==> config.mk <==
export PLATFORM = sky130hd
export DESIGN_NAME = flash_sector_writer
export DESIGN_NICKNAME = d
export VERILOG_FILES = /design/src/rtl/flash_sector_writer.sv
export SDC_FILE = /design/constraint.sdc
export NUM_CORES = 1
export LEC_CHECK = 0
export BUFFER_PORTS_ARGS = -buffer_cell sky130_fd_sc_hd__buf_2
export CAP_MARGIN = 25
export CORE_MARGIN = 5
export CORE_UTILIZATION = 45
export CTS_BUF_LIST = sky130_fd_sc_hd__clkbuf_8
export DETAILED_ROUTE_END_ITERATION = 10
export GPL_TIMING_DRIVEN = 1
export HOLD_SLACK_MARGIN = 0.12
export SYNTH_ARGS = -nofsm -noshare
export SYNTH_HDL_FRONTEND = slang
export SYNTH_SLANG_ARGS = --single-unit
export TNS_END_PERCENT = 1
==> constraint.sdc <==
create_clock -name clk -period 6.5 [get_ports clk]
set_input_delay 0.65 -clock clk [delete_from_list [all_inputs] [get_ports clk]]
set_output_delay 0.65 -clock clk [all_outputs]
set_load 0.03 [all_outputs]
==> src/rtl/flash_sector_writer.sv <==
module flash_sector_writer #(
  parameter int          SECT_W       = 16,
  parameter int          SECTOR_SHIFT = 16,
  parameter logic [7:0]  ERASE_OP     = 8'hD8,
  parameter int          GAP_CYC      = 8,
  parameter int          POLL_MAX     = 256
) (
  input  logic              clk,
  input  logic              rst_n,
  input  logic              cmd_valid,
  output logic              cmd_ready,
  input  logic [1:0]        cmd_mode,
  input  logic [SECT_W-1:0] cmd_sector,
  input  logic              din_valid,
  output logic              din_ready,
  input  logic [7:0]        din_data,
  output logic [2:0]        err_code,
  output logic              spi_cs_n,
  output logic              spi_sck,
  output logic              spi_mosi,
  input  logic              spi_miso
);
  localparam int PG_SH = SECTOR_SHIFT - 8;
  localparam int GW    = $clog2(GAP_CYC + 1);
  localparam int PW    = $clog2(POLL_MAX + 1);

  typedef enum logic [3:0] {
    S_IDLE, S_GAP, S_POLLC, S_POLLR, S_WREN, S_OPC, S_A2, S_A1, S_A0, S_OPEN, S_DATA
  } st_t;

  st_t               st, gap_to;
  logic [3:0]        ph;
  logic [7:0]        tx, sel_byte;
  logic [GW-1:0]     gcnt;
  logic [PW-1:0]     pcnt;
  logic [15:0]       page;
  logic [7:0]        ofs;
  logic [SECT_W-1:0] sect, tgt;
  logic              need_pp, is_erase, shifting, byte_end, cmd_go, din_go;

  function automatic logic [15:0] first_page(input logic [SECT_W-1:0] s);
    first_page = 16'(s) << PG_SH;
  endfunction

  assign shifting  = st inside {S_POLLC, S_POLLR, S_WREN, S_OPC, S_A2, S_A1, S_A0, S_DATA};
  assign byte_end  = shifting && (ph == 4'd15);
  assign spi_sck   = shifting && ph[0];
  assign spi_mosi  = shifting && tx[7];
  assign cmd_ready = (st == S_IDLE) || (st == S_OPEN);
  assign din_ready = (st == S_OPEN) && !need_pp && !cmd_valid;
  assign cmd_go    = cmd_valid && cmd_ready;
  assign din_go    = din_valid && din_ready;
  assign tgt       = (cmd_mode == 2'd1) ? sect + 1'b1 : cmd_sector;

  always_comb
    case (gap_to)
      S_POLLC: sel_byte = 8'h05;
      S_WREN:  sel_byte = 8'h06;
      default: sel_byte = is_erase ? ERASE_OP : 8'h02;
    endcase

  always_ff @(posedge clk or negedge rst_n) begin
    if (!rst_n) begin
      st <= S_IDLE; gap_to <= S_POLLC; ph <= '0; tx <= '0; gcnt <= '0; pcnt <= '0;
      page <= '0; ofs <= '0; sect <= '0; need_pp <= 1'b0; is_erase <= 1'b0;
      err_code <= 3'd0; spi_cs_n <= 1'b1;
    end else begin
      ph <= shifting ? ph + 4'd1 : 4'd0;
      if (shifting && ph[0]) tx <= {tx[6:0], 1'b0};
      case (st)
        S_IDLE, S_OPEN: begin
          if (cmd_go) begin
            if (cmd_mode == 2'd0 && !spi_cs_n) begin
              err_code <= 3'd4;
            end else if (cmd_mode == 2'd0 || cmd_mode == 2'd1) begin
              sect <= tgt; page <= first_page(tgt); ofs <= '0;
              need_pp <= 1'b0; is_erase <= 1'b1; err_code <= 3'd0;
              spi_cs_n <= 1'b1; pcnt <= '0; gcnt <= '0;
              gap_to <= S_POLLC; st <= S_GAP;
            end else if (cmd_mode == 2'd2) begin
              spi_cs_n <= 1'b1; need_pp <= 1'b0; st <= S_IDLE;
            end
          end else if (st == S_OPEN && din_valid && need_pp) begin
            is_erase <= 1'b0; pcnt <= '0; gcnt <= '0;
            gap_to <= S_POLLC; st <= S_GAP;
          end else if (din_go) begin
            tx <= din_data; st <= S_DATA;
          end
        end
        S_GAP: begin
          if (gcnt == GW'(GAP_CYC)) begin
            spi_cs_n <= 1'b0; tx <= sel_byte; st <= gap_to;
          end else begin
            gcnt <= gcnt + 1'b1;
          end
        end
        S_POLLC: if (byte_end) begin tx <= 8'h00; st <= S_POLLR; end
        S_POLLR: if (byte_end) begin
          if (!spi_miso) begin
            spi_cs_n <= 1'b1; gcnt <= '0; gap_to <= S_WREN; st <= S_GAP;
          end else if (pcnt == PW'(POLL_MAX - 1)) begin
            err_code <= 3'd2; spi_cs_n <= 1'b1; need_pp <= 1'b0; st <= S_IDLE;
          end else begin
            pcnt <= pcnt + 1'b1;
          end
        end
        S_WREN: if (byte_end) begin
          spi_cs_n <= 1'b1; gcnt <= '0; gap_to <= S_OPC; st <= S_GAP;
        end
        S_OPC: if (byte_end) begin tx <= page[15:8]; st <= S_A2; end
        S_A2:  if (byte_end) begin tx <= page[7:0];  st <= S_A1; end
        S_A1:  if (byte_end) begin tx <= 8'h00;      st <= S_A0; end
        S_A0: if (byte_end) begin
          st <= S_OPEN;
          if (is_erase) begin spi_cs_n <= 1'b1; need_pp <= 1'b1; end
          else need_pp <= 1'b0;
        end
        S_DATA: if (byte_end) begin
          ofs <= ofs + 8'd1; st <= S_OPEN;
          if (ofs == 8'hFF) begin
            page <= page + 16'd1; spi_cs_n <= 1'b1; need_pp <= 1'b1;
          end
        end
        default: st <= S_IDLE;
      endcase
    end
  end
endmodule

Yosys cells after proc, flatten, opt, wreduce, memory -nomap -nowiden
Index checks and enable logic that the tools add are counted.
{"block": "totals", "ff_bits": 79, "inputBits": 31, "output_inout_bits": 8, "elab_cells": 208}
{"block": "op_classes", "addsub": 6, "eq_ne": 48, "mux": 101, "bitwise": 1, "reduce_logical": 39}
{"operator": "4-bit 2-to-1 mux", "count": 32}
{"operator": "8-bit 2-to-1 mux", "count": 13}
{"operator": "16-bit 2-to-1 mux", "count": 6}
{"operator": "9-bit 2-to-1 mux", "count": 7}
{"operator": "8-bit one-hot mux with 5 select lines", "count": 1}
{"operator": "2-bit != test, second input constant", "count": 18}
{"operator": "4-bit one-hot mux with 9 select lines", "count": 1}
{"operator": "16-bit by 1-bit adder with 16-bit output, second input constant", "count": 2}
{"operator": "16-bit one-hot mux with 2 select lines", "count": 1}
{"operator": "8-bit one-hot mux with 2 select lines", "count": 2}
{"operator": "1-bit 2-to-1 mux", "count": 26}
{"operator": "12-bit AND reduction", "count": 2}
{"operator": "4-bit by 3-bit equality test with 1-bit output, second input constant", "count": 5}
{"operator": "4-bit equality test, second input constant", "count": 5}
{"operator": "3-bit 2-to-1 mux", "count": 6}
{"operator": "9-bit one-hot mux with 2 select lines", "count": 1}
{"operator": "4-bit one-hot mux with 4 select lines", "count": 1}
{"operator": "3-bit != test, second input constant", "count": 5}
{"operator": "7-bit AND reduction", "count": 2}
{"operator": "4-bit by 2-bit equality test with 1-bit output, second input constant", "count": 3}
{"operator": "4-bit one-hot mux with 3 select lines", "count": 1}
{"operator": "6-bit AND reduction", "count": 2}
{"operator": "1-bit logical AND", "count": 10}
{"operator": "10-bit AND reduction", "count": 1}
{"operator": "28 further kinds", "count": 42}

Longest topological paths before layout
{"block": "logic_depth", "word_depth": 8, "ltp_mapped": 10, "ltp_nobuf": 9}

Least setup slack after synthesis
OpenSTA, ideal clock, no wires.
{"block": "synth_timing", "path_kind": "input to register", "startpoint": "input cmd_valid", "endpoint": "register page[7]", "setup_time_ns": 0.077, "arrival_time_ns": 2.333, "required_time_ns": 6.423, "path_slack_ns": 4.089, "cell_stages": 7, "n_path_buf": 2, "cell_sequence": "buf_2 nand2b_1 or4b_1 buf_2 a21o_1 or4_1 a21oi_1"}
{"block": "synth_via", "elab_chain_cells": 3}
{"element": "from (decl)", "line_no": "10", "source": "input logic cmd_valid,"}
{"element": "1-bit logical AND", "line_no": "51", "source": "assign cmd_go = cmd_valid && cmd_ready;"}
{"element": "2-bit != test (no source line)"}
{"element": "6-bit AND reduction (no source line)"}
{"element": "to (signal assigned)", "line_no": "65", "source": "page <= '0; ofs <= '0; sect <= '0; need_pp <= 1'b0; is_erase <= 1'b0;"}
{"element": "to (signal assigned)", "line_no": "76", "source": "sect <= tgt; page <= first_page(tgt); ofs <= '0;"}
{"element": "to (signal assigned)", "line_no": "121", "source": "page <= page + 16'd1; spi_cs_n <= 1'b1; need_pp <= 1'b1;"}
{"element": "to (decl)", "line_no": "36", "source": "logic [15:0] page;"}
No other way between the ends.
A chain may end at the register's enable or synchronous reset.

Final worst setup path
{"block": "layout_timing", "startpoint": "register st[0]", "endpoint": "register page[7]"}
{"block": "layout_via", "elab_chain_cells": 5}
{"element": "from (decl)", "line_no": "31", "source": "st_t st, gap_to;"}
{"element": "from (signal assigned)", "line_no": "64", "source": "st <= S_IDLE; gap_to <= S_POLLC; ph <= '0; tx <= '0; gcnt <= '0; pcnt <= '0;"}
{"element": "from (signal assigned)", "line_no": "79", "source": "gap_to <= S_POLLC; st <= S_GAP;"}
{"element": "from (signal assigned)", "line_no": "81", "source": "spi_cs_n <= 1'b1; need_pp <= 1'b0; st <= S_IDLE;"}
{"element": "4-bit by 2-bit equality test with 1-bit output, or another cell as far along", "line_no": "45", "source": "assign shifting = st inside {S_POLLC, S_POLLR, S_WREN, S_OPC, S_A2, S_A1, S_A0, S_DATA};"}
{"element": "8-bit nonzero test / 1-bit logical OR (equally long branches)", "line_no": "45, 49"}
{"element": "1-bit logical AND, on equally long branches", "line_no": "46, 51"}
{"element": "2-bit != test (no source line)"}
{"element": "6-bit AND reduction (no source line)"}
Parallel ways exist; a longest one is shown, timed or not.

==> flow_summary.ini <==
[cts]
tritoncts = yes
cts.hold.buffers_added = 0
cts_setup_buffers = 0
htreeDepth = 3
clk_latency_ps = 350
clk_pin_slew_ps = 70
clock-sinks = 69
ctsResizeCount = 0
cts_buffers = 9
clockRootBuffer = clkbuf_8
ctsLongestPathBuffers = 2

[finish]
final_layout_size_suffix_gt1_share_pct = 12.8
final_cells = 657
nets = 558
fillers = 930
ff_latch_area_mm2 = 0.00173
multi_input_area_mm2 = 0.00246
diodes = 0
area_delta_synth_final_pct = 9.77

[timing]
report.final.slew_viol_count = 0
relSlewSlack_pct = 40.0
timing.fmax_ghz = 0.319
rsz0062_at_grt = false
period_share_pct = 48.2
setup-violations-final = 0
tns_ps = 0
clock_skew_ps = 11.2
finalHoldViolCount = 0
tightest_slew_ps = 899
finalCriticalPeriod_ps = 3130

[power]
power_w = 0.00180
powerDensity_mw_per_mm2 = 376
p_leak_nw = 2.05
peakVddDrop_mv = 0.191

[global_routing]
grt_pass1_wl_um = 18100
grt_max_degree = 70
grt_pass1_vias = 3680
overflow = 0
antenna_found_initial = 0
grt_usage_pct = 19.5

[worst_setup_path]
max_stage_delay_ps = 910
crit_slowest_cell = dfrtp_1
cp_cell_sequence = xor2_1, or4b_1, a21o_1, or4_1, a21oi_1
startpoint_type = flip-flop
critPathBufInv = 0
crit_required_ps = 6770
crit_path_end_kind = flip-flop
cp_data_arrival_time_ps = 3410
criticalPathCategory = flip-flop to flip-flop
path_max_fanout = 29
cpLargestDelayFamily = simple AND/OR/NAND/NOR gates

[synth]
ys.flop_type = dfrtp_1
synthCells = 503
syn-num-nets = 542
synth-seq-area-share_pct = 39.6
ys_ff_latch = 69
syn-cell-area_mm2 = 0.00437
yosysUniqueCellTypes = 70
avgSynthCellArea_um2 = 8.68
synth-async-reset-ratio_pct = 100
synth_edf_count = 0
yosys_warnings = 0

[placed_design]
gp_congestion = 0.905
dp_hpwl_um = 7670
portBuffers = 29
place_inst = 640

[routing]
wl_um = 10900
antenna_left = 0
first_iter_violations = 202
viasPerCell = 5.79
drc = 0
first_pass_iters = 6
vias = 3807
wl_per_cell_um = 16.6

[run]
max_cap_viol_count = 0

[min_path]
min_path_type = flip-flop to flip-flop

[status]
outcome = finished, final reports clean

[floorplanning]
die_h_um = 108
die-area_mm2 = 0.0118
initial_core_util_pct = 45.5
core_mm2 = 0.00959
rows = 36
boundaryPins = 39
die_x_um = 108
-- layer usage --
layer	share of wire [%]	track usage, %	wire length [µm]	up-vias
li1	-	-	-	1869
met4	2.3	6.94	246	0
met2	48	32.7	5250	95
met5	0	0	0	-
met3	5.1	2.99	555	21
met1	44	25.4	4850	1822
-- kinds of logic after synthesis --
family / Yosys count / share of synthesized area, %
flip-flops: 69 / 39.6
multiplexers: 15 / 3.64
buffers and inverters: 42 / 4.07
other: 1 / 0.0859
AO/OA/AOI/OAI: 135 / 20.4
AND/OR/NAND/NOR: 206 / 24.4
XOR/XNOR: 27 / 5.42
adder cells (fa/ha/maj): 8 / 2.29
-- cell usage in the layout, fill, tap and decap left out, types with 11 or more instances in the layout --
cell type  netlist  final
nand4_1         11     11
buf_2            4     29
xor2_1          15     15
a21oi_1         23     23
nor2_1          58     58
o21ai_0         44     44
nand2_1         43     43
dfrtp_1         67     67
nor3_1          14     14
xnor2_1         12     12
inv_1           14     14
nand3_1         19     19
-- stage by stage --
| step | instance area, µm² | util [%] | setup WS, ps | hold WS [ps] |
|---|---|---|---|---|
| 5_1_grt | 4790 | 49.9 | 3170 | 517 |
| 4_1_cts | 4780 | 49.8 | 3370 | 499 |
| 3_3_place_gp | 4580 | 47.7 | 3410 | 481 |
| 3_5_place_dp | 4580 | 47.7 | 3390 | 487 |
| 6_report | 4790 | 49.9 | 3370 | 501 |
| 2_1_floorplan | 4370 | - | 4090 | 354 |
-- Yosys cell counts (3+ instances only) --
| library cell | n | area share, % |
|---|---|---|
| and4_1 | 3 | 0.60 |
| a21o_1 | 3 | 0.52 |
| a211o_1 | 3 | 0.60 |
| nand3_1 | 19 | 2.2 |
| nand2b_1 | 3 | 0.43 |
| mux2_2 | 4 | 1.0 |
| nor4_1 | 4 | 0.57 |
| or4b_2 | 3 | 0.69 |
| a22oi_1 | 5 | 0.86 |
| a221oi_1 | 4 | 0.80 |
| o21a_1 | 3 | 0.52 |
| and3_1 | 9 | 1.3 |
| a31oi_1 | 3 | 0.43 |
| nor3b_1 | 6 | 1.0 |
| nand4_1 | 11 | 1.6 |
| mux2i_1 | 10 | 2.3 |
| dfrtp_1 | 67 | 38 |
| o31ai_1 | 3 | 0.52 |
| nor3_1 | 14 | 1.6 |
| or4_1 | 5 | 0.86 |
| o22ai_1 | 6 | 0.86 |
| xor2_1 | 15 | 3.0 |
| nor2b_1 | 10 | 1.4 |
| o21ai_0 | 44 | 5.0 |
| ha_1 | 8 | 2.3 |
| a21oi_1 | 23 | 2.6 |
| o211ai_1 | 6 | 1.0 |
| xnor2_1 | 12 | 2.4 |
| and2_1 | 4 | 0.57 |
| nand2_1 | 43 | 3.7 |
| buf_2 | 4 | 0.46 |
| nor2_1 | 58 | 5.0 |
| inv_1 | 14 | 1.2 |
| a22o_1 | 8 | 1.6 |
| clkbuf_1 | 19 | 1.6 |
-- path summary, 6_finish.rpt --
kind	start	to	slack, ps	cells after the start
max	st[0]$_DFFE_PN0P_	page[7]$_DFFE_PN0P_	3370	5
min	err_code[1]$_DFFE_PN0P_	err_code[1]$_DFFE_PN0P_	500	2
max reg2reg	st[0]$_DFFE_PN0P_	page[7]$_DFFE_PN0P_	3370	5
min reg2reg	err_code[1]$_DFFE_PN0P_	err_code[1]$_DFFE_PN0P_	500	2
max in group asynchronous	rst_n	sect[1]$_DFFE_PN0P_	5410	2
min in group asynchronous	rst_n	ph[0]$_DFF_PN0_	510	2
-- power by group --
group          leakage (nW)  internal [W]  switching (W)
clock                0.0943      0.000186       0.000174
combinational          1.06      0.000302       0.000406
sequential            0.899      0.000548       0.000186
-- cell type report --
cell class | instances | share of cell area [%]
well taps | 133 | 3.47
clock buffers | 10 | 2.87
multi-input cells | 392 | 51.4
flip-flops and latches | 69 | 36.1
clock inverters | 6 | 1.31
repair buffers | 33 | 3.81
inverters | 14 | 1.10
-- sequential cells by signal, indices dropped and copies added, names as in the netlist, 2 cells and up --
signal,count
pcnt,9
st,4
gcnt,4
ph,4
gap_to,3
ofs,8
page,16
err_code,2
tx,8
sect,8
-- worst min-delay path, stage by stage, from the launching register on --
cell     delay [ps]
dfrtp_1         340
a21oi_1          50
nor2_1           70
Power figures use the tool's default switching activity.
